File: src/rtl/ftw_hist_pkg.sv
package ftw_hist_pkg;

    typedef enum logic {
        DIV_IDLE = 1'b0,
        DIV_RUN  = 1'b1
    } div_state_e;

    function automatic logic hist_clear_req(input logic sw_clr,
                                            input logic hw_clr,
                                            input logic ref_sw,
                                            input logic keep);
        return sw_clr | hw_clr | (ref_sw & ~keep);
    endfunction

endpackage

File: src/rtl/ftw_hist_sched.sv
module ftw_hist_sched #(
    parameter int CNT_W = 16,
    parameter int K_W   = 3
) (
    input  logic [CNT_W-1:0] cnt_new,
    input  logic [CNT_W-1:0] len,
    input  logic [K_W-1:0]   k_sel,
    input  logic             first_iv,
    output logic             full_hit,
    output logic             early_hit
);
    localparam int NSTEP = (1 << K_W) - 1;

    logic [NSTEP:1] step_hit;

    // One comparator per possible early point T/2^j
    generate
        for (genvar j = 1; j <= NSTEP; j++) begin : g_step
            assign step_hit[j] = (k_sel >= K_W'(j))
                               && (cnt_new == (len >> j))
                               && (cnt_new != '0);
        end
    endgenerate

    always_comb begin
        full_hit  = (len != '0) && (cnt_new >= len);
        early_hit = first_iv && !full_hit && (|step_hit);
    end
endmodule

File: src/rtl/ftw_hist_acc.sv
module ftw_hist_acc #(
    parameter int WORD_W = 48,
    parameter int CNT_W  = 16,
    parameter int K_W    = 3,
    localparam int ACC_W = WORD_W + CNT_W
) (
    input  logic              clk,
    input  logic              rst_n,
    input  logic              clr,
    input  logic [WORD_W-1:0] word_in,
    input  logic              word_vld,
    input  logic [CNT_W-1:0]  len,
    input  logic [K_W-1:0]    k_sel,
    output logic              req_vld,
    output logic [ACC_W-1:0]  req_sum,
    output logic [CNT_W-1:0]  req_cnt
);
    typedef struct packed {
        logic [ACC_W-1:0] sum;
        logic [CNT_W-1:0] cnt;
        logic             first;
        logic             rv;
        logic [ACC_W-1:0] rsum;
        logic [CNT_W-1:0] rcnt;
    } acc_t;

    acc_t acc_d, acc_q;

    logic [ACC_W-1:0] sum_new;
    logic [CNT_W-1:0] cnt_new;
    logic             full_hit;
    logic             early_hit;

    assign sum_new = acc_q.sum + ACC_W'(word_in);
    assign cnt_new = acc_q.cnt + CNT_W'(1);

    ftw_hist_sched #(.CNT_W(CNT_W), .K_W(K_W)) i_sched (
        .cnt_new  (cnt_new),
        .len      (len),
        .k_sel    (k_sel),
        .first_iv (acc_q.first),
        .full_hit (full_hit),
        .early_hit(early_hit)
    );

    always_comb begin
        acc_d    = acc_q;
        acc_d.rv = 1'b0;
        if (clr) begin
            acc_d.sum   = '0;
            acc_d.cnt   = '0;
            acc_d.first = 1'b1;
        end else if (word_vld && (len != '0)) begin
            if (full_hit || early_hit) begin
                acc_d.rv   = 1'b1;
                acc_d.rsum = sum_new;
                acc_d.rcnt = cnt_new;
            end
            if (full_hit) begin
                acc_d.sum   = '0;
                acc_d.cnt   = '0;
                acc_d.first = 1'b0;
            end else begin
                acc_d.sum = sum_new;
                acc_d.cnt = cnt_new;
            end
        end
    end

    always_ff @(posedge clk or negedge rst_n) begin
        if (!rst_n) begin
            acc_q       <= '0;
            acc_q.first <= 1'b1;
        end else begin
            acc_q <= acc_d;
        end
    end

    assign req_vld = acc_q.rv;
    assign req_sum = acc_q.rsum;
    assign req_cnt = acc_q.rcnt;
endmodule

File: src/rtl/ftw_hist_div.sv
module ftw_hist_div
    import ftw_hist_pkg::*;
#(
    parameter int NUM_W  = 64,
    parameter int DEN_W  = 16,
    localparam int STEP_W = $clog2(NUM_W) + 1
) (
    input  logic             clk,
    input  logic             rst_n,
    input  logic             abort,
    input  logic             req_vld,
    input  logic [NUM_W-1:0] req_num,
    input  logic [DEN_W-1:0] req_den,
    output logic             done,
    output logic [NUM_W-1:0] quot
);
    typedef struct packed {
        div_state_e        st;
        logic [DEN_W:0]    rem;
        logic [NUM_W-1:0]  quo;
        logic [DEN_W-1:0]  den;
        logic [STEP_W-1:0] step;
        logic              pend_vld;
        logic [NUM_W-1:0]  pend_num;
        logic [DEN_W-1:0]  pend_den;
        logic              done;
        logic [NUM_W-1:0]  result;
    } div_t;

    div_t div_d, div_q;

    logic [DEN_W:0]   rem_sh;
    logic [DEN_W:0]   rem_sub;
    logic             fits;
    logic [NUM_W-1:0] quo_sh;

    // One restoring step: bring down the next dividend bit, subtract if it fits
    assign rem_sh  = {div_q.rem[DEN_W-1:0], div_q.quo[NUM_W-1]};
    assign rem_sub = rem_sh - {1'b0, div_q.den};
    assign fits    = rem_sh >= {1'b0, div_q.den};
    assign quo_sh  = {div_q.quo[NUM_W-2:0], fits};

    always_comb begin
        div_d      = div_q;
        div_d.done = 1'b0;
        if (abort) begin
            div_d.st       = DIV_IDLE;
            div_d.pend_vld = 1'b0;
        end else begin
            unique case (div_q.st)
                DIV_IDLE: begin
                    if (div_q.pend_vld) begin
                        div_d.st       = DIV_RUN;
                        div_d.rem      = '0;
                        div_d.quo      = div_q.pend_num;
                        div_d.den      = div_q.pend_den;
                        div_d.step     = '0;
                        div_d.pend_vld = 1'b0;
                    end
                end
                DIV_RUN: begin
                    div_d.rem  = fits ? rem_sub : rem_sh;
                    div_d.quo  = quo_sh;
                    div_d.step = div_q.step + STEP_W'(1);
                    if (div_q.step == STEP_W'(NUM_W - 1)) begin
                        div_d.st     = DIV_IDLE;
                        div_d.done   = 1'b1;
                        div_d.result = quo_sh;
                    end
                end
                default: div_d.st = DIV_IDLE;
            endcase
            // A newer request replaces one still waiting
            if (req_vld) begin
                div_d.pend_vld = 1'b1;
                div_d.pend_num = req_num;
                div_d.pend_den = req_den;
            end
        end
    end

    always_ff @(posedge clk or negedge rst_n) begin
        if (!rst_n) begin
            div_q    <= '0;
            div_q.st <= DIV_IDLE;
        end else begin
            div_q <= div_d;
        end
    end

    assign done = div_q.done;
    assign quot = div_q.result;
endmodule

File: src/rtl/ftw_hist_avg.sv
module ftw_hist_avg
    import ftw_hist_pkg::*;
#(
    parameter int WORD_W = 48,
    parameter int CNT_W  = 16,
    parameter int K_W    = 3
) (
    input  logic              clk,
    input  logic              rst_n,
    input  logic [WORD_W-1:0] ftw_in,
    input  logic              ftw_vld,
    input  logic [CNT_W-1:0]  interval_len,
    input  logic [K_W-1:0]    early_cnt,
    input  logic              keep_hist,
    input  logic              sw_clear,
    input  logic              hw_clear,
    input  logic              ref_switch,
    output logic [WORD_W-1:0] hist_word,
    output logic              hist_valid,
    output logic              hist_strobe
);
    localparam int ACC_W = WORD_W + CNT_W;

    typedef struct packed {
        logic [WORD_W-1:0] word;
        logic              valid;
        logic              strobe;
    } hist_t;

    hist_t hist_d, hist_q;

    logic             clr;
    logic             req_vld;
    logic [ACC_W-1:0] req_sum;
    logic [CNT_W-1:0] req_cnt;
    logic             div_done;
    logic [ACC_W-1:0] div_quot;

    assign clr = hist_clear_req(sw_clear, hw_clear, ref_switch, keep_hist);

    ftw_hist_acc #(.WORD_W(WORD_W), .CNT_W(CNT_W), .K_W(K_W)) i_acc (
        .clk     (clk),
        .rst_n   (rst_n),
        .clr     (clr),
        .word_in (ftw_in),
        .word_vld(ftw_vld),
        .len     (interval_len),
        .k_sel   (early_cnt),
        .req_vld (req_vld),
        .req_sum (req_sum),
        .req_cnt (req_cnt)
    );

    ftw_hist_div #(.NUM_W(ACC_W), .DEN_W(CNT_W)) i_div (
        .clk    (clk),
        .rst_n  (rst_n),
        .abort  (clr),
        .req_vld(req_vld),
        .req_num(req_sum),
        .req_den(req_cnt),
        .done   (div_done),
        .quot   (div_quot)
    );

    always_comb begin
        hist_d        = hist_q;
        hist_d.strobe = 1'b0;
        if (clr) begin
            hist_d.word  = '0;
            hist_d.valid = 1'b0;
        end else if (div_done) begin
            hist_d.word   = div_quot[WORD_W-1:0];
            hist_d.valid  = 1'b1;
            hist_d.strobe = 1'b1;
        end
    end

    always_ff @(posedge clk or negedge rst_n) begin
        if (!rst_n) begin
            hist_q <= '0;
        end else begin
            hist_q <= hist_d;
        end
    end

    assign hist_word   = hist_q.word;
    assign hist_valid  = hist_q.valid;
    assign hist_strobe = hist_q.strobe;
endmodule

File: config.mk
export PLATFORM = sky130hd
export DESIGN_NAME = ftw_hist_avg
export DESIGN_NICKNAME = d
export VERILOG_FILES = /design/src/rtl/ftw_hist_pkg.sv /design/src/rtl/ftw_hist_sched.sv /design/src/rtl/ftw_hist_acc.sv /design/src/rtl/ftw_hist_div.sv /design/src/rtl/ftw_hist_avg.sv
export SDC_FILE = /design/constraint.sdc
export NUM_CORES = 1
export LEC_CHECK = 0
export BUFFER_PORTS_ARGS = -buffer_cell sky130_fd_sc_hd__buf_2
export CAP_MARGIN = 20
export CORE_ASPECT_RATIO = 1.5
export CORE_MARGIN = 3
export CORE_UTILIZATION = 29
export CTS_CLUSTER_SIZE = 20
export DETAILED_ROUTE_END_ITERATION = 8
export GPL_TIMING_DRIVEN = 0
export PLACE_DENSITY = 0.49
export RECOVER_POWER = 100
export SETUP_SLACK_MARGIN = 0.2
export SLEW_MARGIN = 15
export SYNTH_ARGS = -nofsm -noshare
export SYNTH_HDL_FRONTEND = slang
export SYNTH_SLANG_ARGS = --single-unit
File: constraint.sdc
create_clock -name clk -period 11.28 [get_ports clk]
set_input_delay 2.256 -clock clk [delete_from_list [all_inputs] [get_ports clk]]
set_output_delay 2.256 -clock clk [all_outputs]
set_load 0.01 [all_outputs]
After elaboration in Yosys (flattened, before gate mapping)
Cells that the tools add are included.
{ "classes": {"n_addsub": 4, "magnitude_cmp": 9, "n_eq_ne": 10, "muxes": 21, "bitwise_logic": 6, "reduce_logical": 32} }
{ "op_table": {"columns": ["cell", "n"], "rows": [
  ["$mux W81", 4],
  ["$mux W65", 3],
  ["$pmux W82 S2", 1],
  ["$mux W162", 1],
  ["$mux W106", 1],
  ["$mux W80", 1],
  ["$add A64 B48 Y64", 1],
  ["$mux W50", 1],
  ["$mux W49", 1],
  ["$reduce_bool A16 Y1", 2],
  ["$logic_and A1 B1 Y1", 18],
  ["$ge A17 B16 Y1", 1],
  ["$mux W17", 1],
  ["$sub A17 B16 Y17", 1],
  ["$add A16 B1 Y16 const B", 1],
  ["$eq A16 B10 Y1", 1],
  ["$eq A16 B11 Y1", 1],
  ["$eq A16 B12 Y1", 1],
  ["$eq A16 B13 Y1", 1],
  ["$eq A16 B14 Y1", 1],
  ["$eq A16 B15 Y1", 1],
  ["$eq A16 B9 Y1", 1],
  ["$ge A16 B16 Y1", 1],
  ["$pmux W7 S2", 1],
  ["17 further kinds", 35]
]} }
{ "word_totals": {"reg_bits": 462, "inputBits": 74, "output_inout_bits": 50} }

Longest topological paths before layout
Gate-level depths: netlist (run 1).
{ "logic_depth": {"ltp_word": 10, "ltp_mapped": 20, "depth_no_buf": 17} }

By module
A second synthesis (run 1) with hierarchy kept.
{ "hier_totals": {"cells_unflattened": 2607, "area_unflattened_um2": 26002.4} }
{ "by_module_without_submodules": {"columns": ["module", "instances", "cells_per_inst", "area_per_inst_um2"], "rows": [
  ["ftw_hist_div", 1, 1077, 11711.2],
  ["ftw_hist_acc", 1, 1139, 10207.3],
  ["ftw_hist_avg", 1, 170, 2394.8],
  ["ftw_hist_sched", 1, 221, 1689.1]
]} }

Worst setup path after synthesis (run 1)
No wires, ideal clock.
{ "synth_path": {"path_type": "input-to-reg", "startpoint": "input interval_len[4]", "endpoint": "register i_acc.acc_q (netlist bit i_acc.req_cnt[2])", "setup_ns": 0.125, "arrival_time_ns": 5.129, "required_ns": 11.155, "path_slack_ns": 6.026, "cell_stages": 16, "n_path_buf": 3, "cell_sequence": "clkbuf_1 -> inv_1 -> ha_1 -> a21o_1 -> a2111oi_0 -> o21ai_0 -> o21ai_0 -> nor3_1 -> nor3_1 -> o31a_1 -> o311ai_2 -> o21ai_4 -> inv_4 -> buf_12 -> buf_12 -> mux2_4"} }
{ "synth_via": {"elab_chain_len": 7} }
{ "synth_rtl": {"columns": ["element", "line", "source"], "rows": [
  ["start: declaration", "ftw_hist_avg.sv:12", "input logic [CNT_W-1:0] interval_len,"],
  ["$ge A16 B16 Y1 (tied with other cells)", "ftw_hist_sched.sv:26", "full_hit = (len != '0) && (cnt_new >= len);"],
  ["$logic_and A1 B1 Y1 (on tied branches)", "ftw_hist_sched.sv:26, ftw_hist_sched.sv:20", null],
  ["$logic_not A1 Y1 / $logic_and A1 B1 Y1 (equally long branches)", "ftw_hist_sched.sv:27, ftw_hist_sched.sv:21", null],
  ["$logic_and A1 B1 Y1 / $reduce_or A7 Y1 (equally long branches)", "ftw_hist_sched.sv:27", "early_hit = first_iv && !full_hit && (|step_hit);"],
  ["$logic_and A1 B1 Y1", "ftw_hist_sched.sv:27", null],
  ["$logic_or A1 B1 Y1", "ftw_hist_acc.sv:54", "if (full_hit || early_hit) begin"],
  ["$reduce_and A3 Y1 (no line) (*)", null, null],
  ["end: declaration", "ftw_hist_acc.sv:27", "acc_t acc_d, acc_q;"]
]} }
Mark *: on every way between the ends. The rest lies on a longest branch, timed or not.
A chain may end at the register's enable or synchronous reset.

Final worst setup path (run 1)
{ "layout_path": {"startpoint": "input interval_len[7]", "endpoint": "register i_acc.acc_q (netlist bit i_acc.req_cnt[13])"} }
{ "layout_via": {"elab_chain_len": 7} }
{ "layout_rtl": {"columns": ["element", "line"], "rows": [
  ["$ge A16 B16 Y1 (tied with other cells)", "ftw_hist_sched.sv:26"],
  ["$logic_and A1 B1 Y1 (on tied branches)", "ftw_hist_sched.sv:26, ftw_hist_sched.sv:20"],
  ["$logic_not A1 Y1 / $logic_and A1 B1 Y1 (equally long branches)", "ftw_hist_sched.sv:27, ftw_hist_sched.sv:21"],
  ["$logic_and A1 B1 Y1 / $reduce_or A7 Y1 (equally long branches)", "ftw_hist_sched.sv:27"],
  ["$logic_and A1 B1 Y1", "ftw_hist_sched.sv:27"],
  ["$logic_or A1 B1 Y1", "ftw_hist_acc.sv:54"],
  ["$reduce_and A3 Y1 (no line) (*)", null]
]} }
Marked as above.

==> metrics.md, run 1 <==
| Metric | Value |
|---|---|
| Area delta synth->final | `14.1%` |
| Vias | `19300` |
| Core Region | `84100 um^2` |
| Slowest cell on crit path | `o21ai_0` |
| Tot GR Track Use | `0.170` |
| Synth Register Bits | `446` |
| RSZ-0062 raised after global routing | `no` |
| PwrDens | `125 nW/um^2` |
| Flop2flop setup slack | `3.63 ns` |
| Fin worst setup slack | `3.09 ns` |
| Peak Freq | `0.122 GHz` |
| Drt drc | `0` |
| TritonCTS Sinks | `446` |
| Dominant synthesized flop cell | `dfrtp_1` |
| Final setup TNS | `0 ns` |
| Final nets | `2797` |
| GPL Wtd Cong | `0.894` |
| # rows | `130` |
| Largest net degree at the start of global routing | `85` |
| Syn nets | `2624` |
| Syn Std Cell Area | `24700 um^2` |
| Final Max Slew Viols | `117` |
| WL/cell | `20.1 um` |
| Largest stage delay on the critical path | `1.33 ns` |
| Final hold viol count | `0` |
| First drt pass iteration count | `5` |
| Register area share after synthesis | `0.453` |
| Final setup vio count | `0` |
| Synth cell types | `85` |
| Pleak | `0.0130 uW` |
| Worst min path class | `flip-flop to flip-flop` |
| Post-synth EDFFs | `0` |
| CTS root buf | `clkbuf_16` |
| CTS tree | `done` |
| Reg clk slew, reported paths | `0.06 ns` |
| Hold path cells | `2` |
| Setup Crit Path Kind | `primary input to flip-flop` |
| Die X-Extent | `244 um` |
| Yosys warnings | `0` |
| Failing checks | `capacitance limit, slew limit` |
| Crit path capture type | `flip-flop` |
| Run status | `complete, but fails checks` |
| DRT Wirelength | `76.4 mm` |
| Post-route insts no fill | `3799` |
| Reg2reg path depth | `18` |
| PostCTS Resize Cnt | `0` |
| Clock share of power | `0.464` |
| Critical Path RT | `11.75 ns` |
| TritonCTS Buffers | `48` |
| Initial Utilization | `0.293` |
| Int Pwr | `2640 uW` |
| Vias in the first global route | `19800` |
| Worst slack at placement | `4.77 ns` |
| Post-Synthesis Cells | `2466` |
| Post-DRT Antenna Nets | `0` |
| Switching Fraction | `0.247` |
| FFs w/ async S/R, synth | `1.00` |
| Max VDD drop | `0.119 mV` |
| # diodes | `0` |
| Combinational group share of total power | `0.075` |
| Worst slew pin tran | `3.49 ns` |
| Post-DP HPWL | `58.9 mm` |
| Vias per cell | `5.08` |
| Most frequent cells in the layout | `445 x dfrtp_1, 284 x nand2_1, 216 x clkbuf_1, 189 x o21ai_0, 132 x mux2_2` |
| Terminus of the critical flop-to-flop path | `i_acc.req_cnt[13]` |
| Startpoint types | `primary input` |
| H-tree depth | `2` |
| Worst reg2reg path startpoint | `i_acc.acc_q[82]` |
| Grt ovf | `0` |
| Clock latency on the worst-skew pair | `0.60 ns` |
| NetSw | `865 uW` |
| Post-CTS Setup Bufs | `0` |
| Wire length of the first global-routing pass | `118 mm` |
| Skew final | `0.0241 ns` |
| Die height | `363 um` |
| Crit-path max FO | `10` |
| DP Cell Count | `3711` |
| Max_slew headroom | `-1.32` |
| Crit path cell chain | `clkbuf_1 > clkbuf_1 > inv_1 > ha_1 > a2111oi_0 > o21ai_0 > o21ai_0 > nor3_1 > nor3_1 > o31a_1 > o311ai_0 > o21ai_0 > clkinvlp_2 > clkbuf_1 > clkbuf_1 > mux2_1` |
| Period utilization | `0.726` |
| Most common cell after layout, fill and taps aside | `dfrtp_1` |
| Worst Path Arrival | `8.66 ns` |
| Port Buffer Count | `114` |
| Layout cells sized above 1 | `0.122` |
| Min-delay src | `i_div.quot[23]` |
| Min-Delay Endpoint | `i_div.quot[23]` |
| Maxcap violations | `3` |
| Die Area | `88600 um^2` |
| CP dominant cell by count | `clkbuf_1` |
| Min Clock Period, post-route | `8.19 ns` |
| Clock Path Buffers | `3` |
| Mapped Avg Cell Area | `10.0 um^2` |
| Flop pwr share | `0.461` |
| Top Ports | `124` |
| Hold_buf cts | `0` |
| Antenna violations before repair | `0` |
| Iteration-0 DRC Markers | `1167` |
cell usage after synthesis (12+ instances only):
master | number | area [um^2]
a31oi_1 | 78 | 488
nor2b_1 | 75 | 469
a22o_1 | 54 | 473
nor4_1 | 12 | 75.1
a211oi_1 | 15 | 113
a21oi_1 | 99 | 495
clkbuf_1 | 135 | 507
dfrtp_1 | 445 | 11100
nor3_1 | 22 | 110
mux2_2 | 132 | 1490
and3_1 | 14 | 87.6
xor2_1 | 51 | 447
nand3_1 | 29 | 145
o21bai_1 | 12 | 90.1
mux2_4 | 28 | 420
a21o_1 | 38 | 285
a22oi_1 | 64 | 480
nor2_1 | 131 | 492
nand4_1 | 34 | 213
o31ai_1 | 13 | 97.6
mux2i_1 | 61 | 611
xnor2_1 | 106 | 928
nand2_1 | 284 | 1070
nand2b_1 | 16 | 100
inv_1 | 63 | 236
o21ai_0 | 187 | 936
ha_1 | 82 | 1030
logic make-up (layout without fill, tap and decap cells):
group | count (synthesis) | in the layout | share of synthesized area
muxes | 221 | 221 | 0.102
adders and majority gates | 85 | 85 | 0.0436
and+or+nand+nor | 666 | 666 | 0.129
xor gates and xnor gates | 165 | 165 | 0.0615
DFF | 446 | 446 | 0.453
AOI/OAI and AO/OA | 645 | 645 | 0.170
buffers and inverters | 238 | 449 | 0.0414
worst max-delay path, delay by kind of cell:
family                   cells  cell delay, ns
adder cells (fa/ha/maj)      1            0.29
AND/OR/NAND/NOR              2            0.56
AO/OA/AOI/OAI                6            2.44
multiplexers                 1            0.43
buffers and inverters        6            2.66
worst max path at each step:
| stage | cells after the start | to | slack, ns | start |
|---|---|---|---|---|
| finish | 16 | i_acc.req_cnt[13] | 3.09 | interval_len[7] |
| CTS | 16 | i_acc.req_sum[62] | 5.41 | interval_len[7] |
| global placement | 1 | i_acc.acc_q[141] | -1.18 | rst_n |
| floorplan | 16 | i_acc.req_cnt[2] | 6.03 | interval_len[4] |
| global route | 16 | i_acc.req_sum[58] | 2.87 | interval_len[7] |
| detailed placement | 16 | i_acc.req_cnt[10] | 4.77 | interval_len[7] |
stage by stage:
step	util	power [uW]	hold slack, ns	instance area (um^2)
after floorplan	-	1790	0.446	24700
after global placement	0.317	1900	0.465	26600
after detailed placement	0.319	1910	0.465	26800
after CTS	0.338	3560	0.479	28500
after global routing	0.335	3650	0.501	28100
final	0.335	3500	0.473	28100
power groups by stage:
stage               sequential (uW)  combinational (uW)  clock [uW]
global route                   1610                 292        1740
detailed placement             1640                 268           0
floorplan                      1640                 146           0
finish                         1620                 263        1630
CTS                            1610                 269        1680
global placement               1650                 258           0
sequential cells by signal (all words and copies together), names as in the netlist:
name           flops
hist_strobe        1
hist_valid         1
hist_word         48
i_acc.acc_q       81
i_acc.req_cnt     16
i_acc.req_sum     64
i_acc.req_vld      1
i_div.div_q      185
i_div.done         1
i_div.quot        48
layer usage:
metal  vias up  global-route usage  wire length, um
met5         -                   0                0
met4         0              0.0699             3210
met3       120              0.0190             2430
met2       463               0.323            41100
met1      9578               0.190            29700
li1       9154                   -                -
layout make-up:
class / count / area [um^2]
Fill cell: 8708 / 55900
Multi-Input combinational cell: 1782 / 12400
Sequential cell: 446 / 11200
Tap cell: 1122 / 1400
Clock buffer: 68 / 1380
Buffer: 172 / 689
Timing Repair Buffer: 123 / 657
Inverter: 66 / 249
Clock inverter: 20 / 238
(Power assumes the default switching activity.)
==> run 2: changes to the inputs <==
--- a/config.mk
+++ b/config.mk
@@ -5,6 +5,7 @@
 export SDC_FILE = /design/constraint.sdc
 export NUM_CORES = 1
 export LEC_CHECK = 0
+export ABC_AREA = 1
 export BUFFER_PORTS_ARGS = -buffer_cell sky130_fd_sc_hd__buf_2
 export CAP_MARGIN = 20
 export CORE_ASPECT_RATIO = 1.5
==> constraint.sdc (replaced) <==
create_clock -name clk -period 7.9 [get_ports clk]
set_input_delay 1.58 -clock clk [delete_from_list [all_inputs] [get_ports clk]]
set_output_delay 1.58 -clock clk [all_outputs]
set_load 0.01 [all_outputs]
==> run 2 against run 1 <==
Net effect: the flow still finishes with violations (capacitance limit, slew limit); sequential share of layout area decreased by 0.55 points; utilization increased by 0.081 points; die area increased by 0.93%; largest power group unchanged.
==> metrics.md, run 2 <==
| Metric | Value |
|---|---|
| Clock Path Buffers | `3` |
| Yosys warnings | `0` |
| Peak Freq | `0.189 GHz` |
| Die Area | `89500 um^2` |
| Antenna violations before repair | `0` |
| Register area share after synthesis | `0.448` |
| Final hold viol count | `0` |
| GPL Wtd Cong | `0.935` |
| Drt drc | `0` |
| TritonCTS Sinks | `446` |
| Syn Std Cell Area | `24900 um^2` |
| Wire length of the first global-routing pass | `127 mm` |
| Period utilization | `0.668` |
| Area delta synth->final | `14.6%` |
| Top Ports | `124` |
| Initial Utilization | `0.293` |
| Max VDD drop | `0.166 mV` |
| H-tree depth | `2` |
| Vias in the first global route | `22300` |
| Largest stage delay on the critical path | `0.55 ns` |
| Total Power | `5190 uW` |
| Skew final | `0.0333 ns` |
| Post-route insts no fill | `4521` |
| Failing checks | `capacitance limit, slew limit` |
| Maxcap violations | `1` |
| DP Cell Count | `4438` |
| Final instance area | `28500 um^2` |
| Area after DPL | `27000 um^2` |
| # diodes | `0` |
| Die height | `365 um` |
| Met2 WL post-DR | `41.0 mm` |
| Number of flip-flops in the largest register | `185` |
| Worst Path Arrival | `5.81 ns` |
| Layout cells sized above 1 | `0.0711` |
| Top reg by flops | `i_div.div_q` |
| RSZ-0062 raised after global routing | `no` |
| Reg clk slew, reported paths | `0.06 ns` |
| Grt ovf | `0` |
| Syn nets | `3347` |
| Post-synth top area share | `0.447` |
| Final nets | `3514` |
| Critical Path RT | `8.43 ns` |
| # rows | `131` |
| Mapped Avg Cell Area | `7.81 um^2` |
| Run status | `complete, but fails checks` |
| WL/cell | `17.8 um` |
| Iteration-0 DRC Markers | `1309` |
| CTS root buf | `clkbuf_16` |
| Vias per cell | `4.78` |
| Setup Crit Path Kind | `primary input to flip-flop` |
| Pleak | `0.0144 uW` |
| Worst min path class | `flip-flop to flip-flop` |
| Largest area contributor in the netlist | `dfrtp_1` |
| Met3 wire length | `2.72 mm` |
| Worst slew pin tran | `4.17 ns` |
| Crit-path max FO | `10` |
| Max_slew headroom | `-1.78` |
| Ranking of synthesized cells by area | `dfrtp_1 45%, nand2_1 12%, nand3_1 6.3%` |
| Metal-1 WL | `33.9 mm` |
| Core Region | `85100 um^2` |
| Crit path capture type | `flip-flop` |
| Startpoint types | `primary input` |
| CTS tree | `done` |
| Crit path cell chain | `clkbuf_1 > clkinv_1 > ha_1 > nand2_1 > nor3_1 > a221oi_1 > nand3_1 > inv_1 > clkbuf_1 > clkbuf_1 > nand2_1 > nand2_1` |
| Vias | `21600` |
| TritonCTS Buffers | `46` |
| Post-CTS Setup Bufs | `0` |
| Post-Synthesis Cells | `3189` |
| Slowest cell on crit path | `a221oi_1` |
| PwrDens | `182 nW/um^2` |
| Hold_buf cts | `0` |
| DRT Wirelength | `80.4 mm` |
| Post-DRT Antenna Nets | `0` |
| Min Clock Period, post-route | `5.28 ns` |
| Most common cell after layout, fill and taps aside | `nand2_1` |
| Synth Register Bits | `446` |
| Largest net degree at the start of global routing | `97` |
| First drt pass iteration count | `5` |
| Worst path top cell family by delay | `buffers and inverters` |
| Post-DP HPWL | `63.9 mm` |
| Most frequent cells in the layout | `781 x nand2_1, 445 x dfrtp_1, 313 x inv_1, 313 x nand3_1, 281 x nor2_1` |
| Tot GR Track Use | `0.180` |
| FFs w/ async S/R, synth | `1.00` |
| Post-synth top cells | `780 x nand2_1, 445 x dfrtp_1, 313 x inv_1, 313 x nand3_1, 281 x nor2_1` |
| Top-count cell post-synth | `nand2_1` |
| Port Buffer Count | `114` |
| Synth cell types | `54` |
| Post-synth EDFFs | `0` |
| PostCTS Resize Cnt | `0` |
| Clock latency on the worst-skew pair | `0.61 ns` |
| Final Max Slew Viols | `69` |
| Dominant synthesized flop cell | `dfrtp_1` |
| Die X-Extent | `245 um` |
| Worst hold slack | `0.467 ns` |
| Final setup vio count | `0` |
| CP Buf/Inv Count | `5` |
| Uppermost routed layer | `met4` |
## run 2: cell count changes in the layout (fill, tap and decap cells not counted), moves of 44 or more
| cell | previous run | this run |
|---|---|---|
| inv_1 | 63 | 313 |
| a21oi_1 | 99 | 186 |
| a22oi_1 | 64 | 20 |
| mux2_2 | 132 | 17 |
| nor2b_1 | 75 | 0 |
| o22ai_1 | 7 | 66 |
| clkbuf_1 | 216 | 172 |
| xnor2_1 | 106 | 25 |
| a31oi_1 | 78 | 9 |
| mux2i_1 | 61 | 0 |
| nand3_1 | 29 | 313 |
| nand2_1 | 284 | 781 |
| nor2_1 | 131 | 281 |
## run 2: stage by stage
step	utilization	setup TNS (ns)	setup slack [ns]
2_1_floorplan	-	0	3.96
3_3_place_gp	0.316	-1921.54	-4.41
3_5_place_dp	0.318	0	2.04
4_1_cts	0.337	0	2.67
5_1_grt	0.335	0	2.15
6_report	0.335	0	2.62
## run 2: kinds of logic (layout without fill, tap and decap cells)
group | after synthesis | count (layout) | synth area share
AO/OA/AOI/OAI | 585 | 585 | 0.134
XOR/XNOR | 88 | 88 | 0.0320
adder cells (fa/ha/maj) | 84 | 84 | 0.0428
buffers and inverters | 468 | 670 | 0.0750
flip-flops | 446 | 446 | 0.448
multiplexers | 17 | 17 | 0.00769
AND/OR/NAND/NOR | 1501 | 1501 | 0.260
## run 2: worst min-delay path, delay by kind of cell, from the launching register on
| family | cells | cell delay, ns |
|---|---|---|
| and+or+nand+nor | 2 | 0.10 |
| DFF | 1 | 0.34 |
## run 2: worst paths after layout
check	start	end	slack [ns]	cells after the start
max in group asynchronous	rst_n	i_div.quot[26]	2.90	4
min in group asynchronous	rst_n	i_div.div_q[245]	2.45	1
worst max register to register	i_acc.acc_q[82]	i_acc.acc_q[136]	2.73	17
worst min-delay path	i_div.quot[42]	hist_word[42]	0.47	2
worst min register to register	i_div.quot[42]	hist_word[42]	0.47	2
worst max-delay path	interval_len[10]	i_acc.acc_q[136]	2.62	12
## run 2: power by group
group	total (uW)	switching, uW	internal, uW
clock	2350	986	1360
sequential	2330	18.7	2310
combinational	511	361	150
## run 2: layout make-up
class                   count  area [um^2]
multi-input cells        2275        11800
repair buffers            119          643
clock inverters            22          322
plain buffers             140          617
fillers                  9178        56500
well taps                1130         1410
inverters                 328         1240
flip-flops and latches    446        11200
clock buffers              61         1300
## run 2: metal layers
layer | vias up | GRT usage
li1 | 10900 | -
met2 | 437 | 0.333
met1 | 10100 | 0.214
met5 | - | 0
met4 | 0 | 0.0655
met3 | 141 | 0.0205
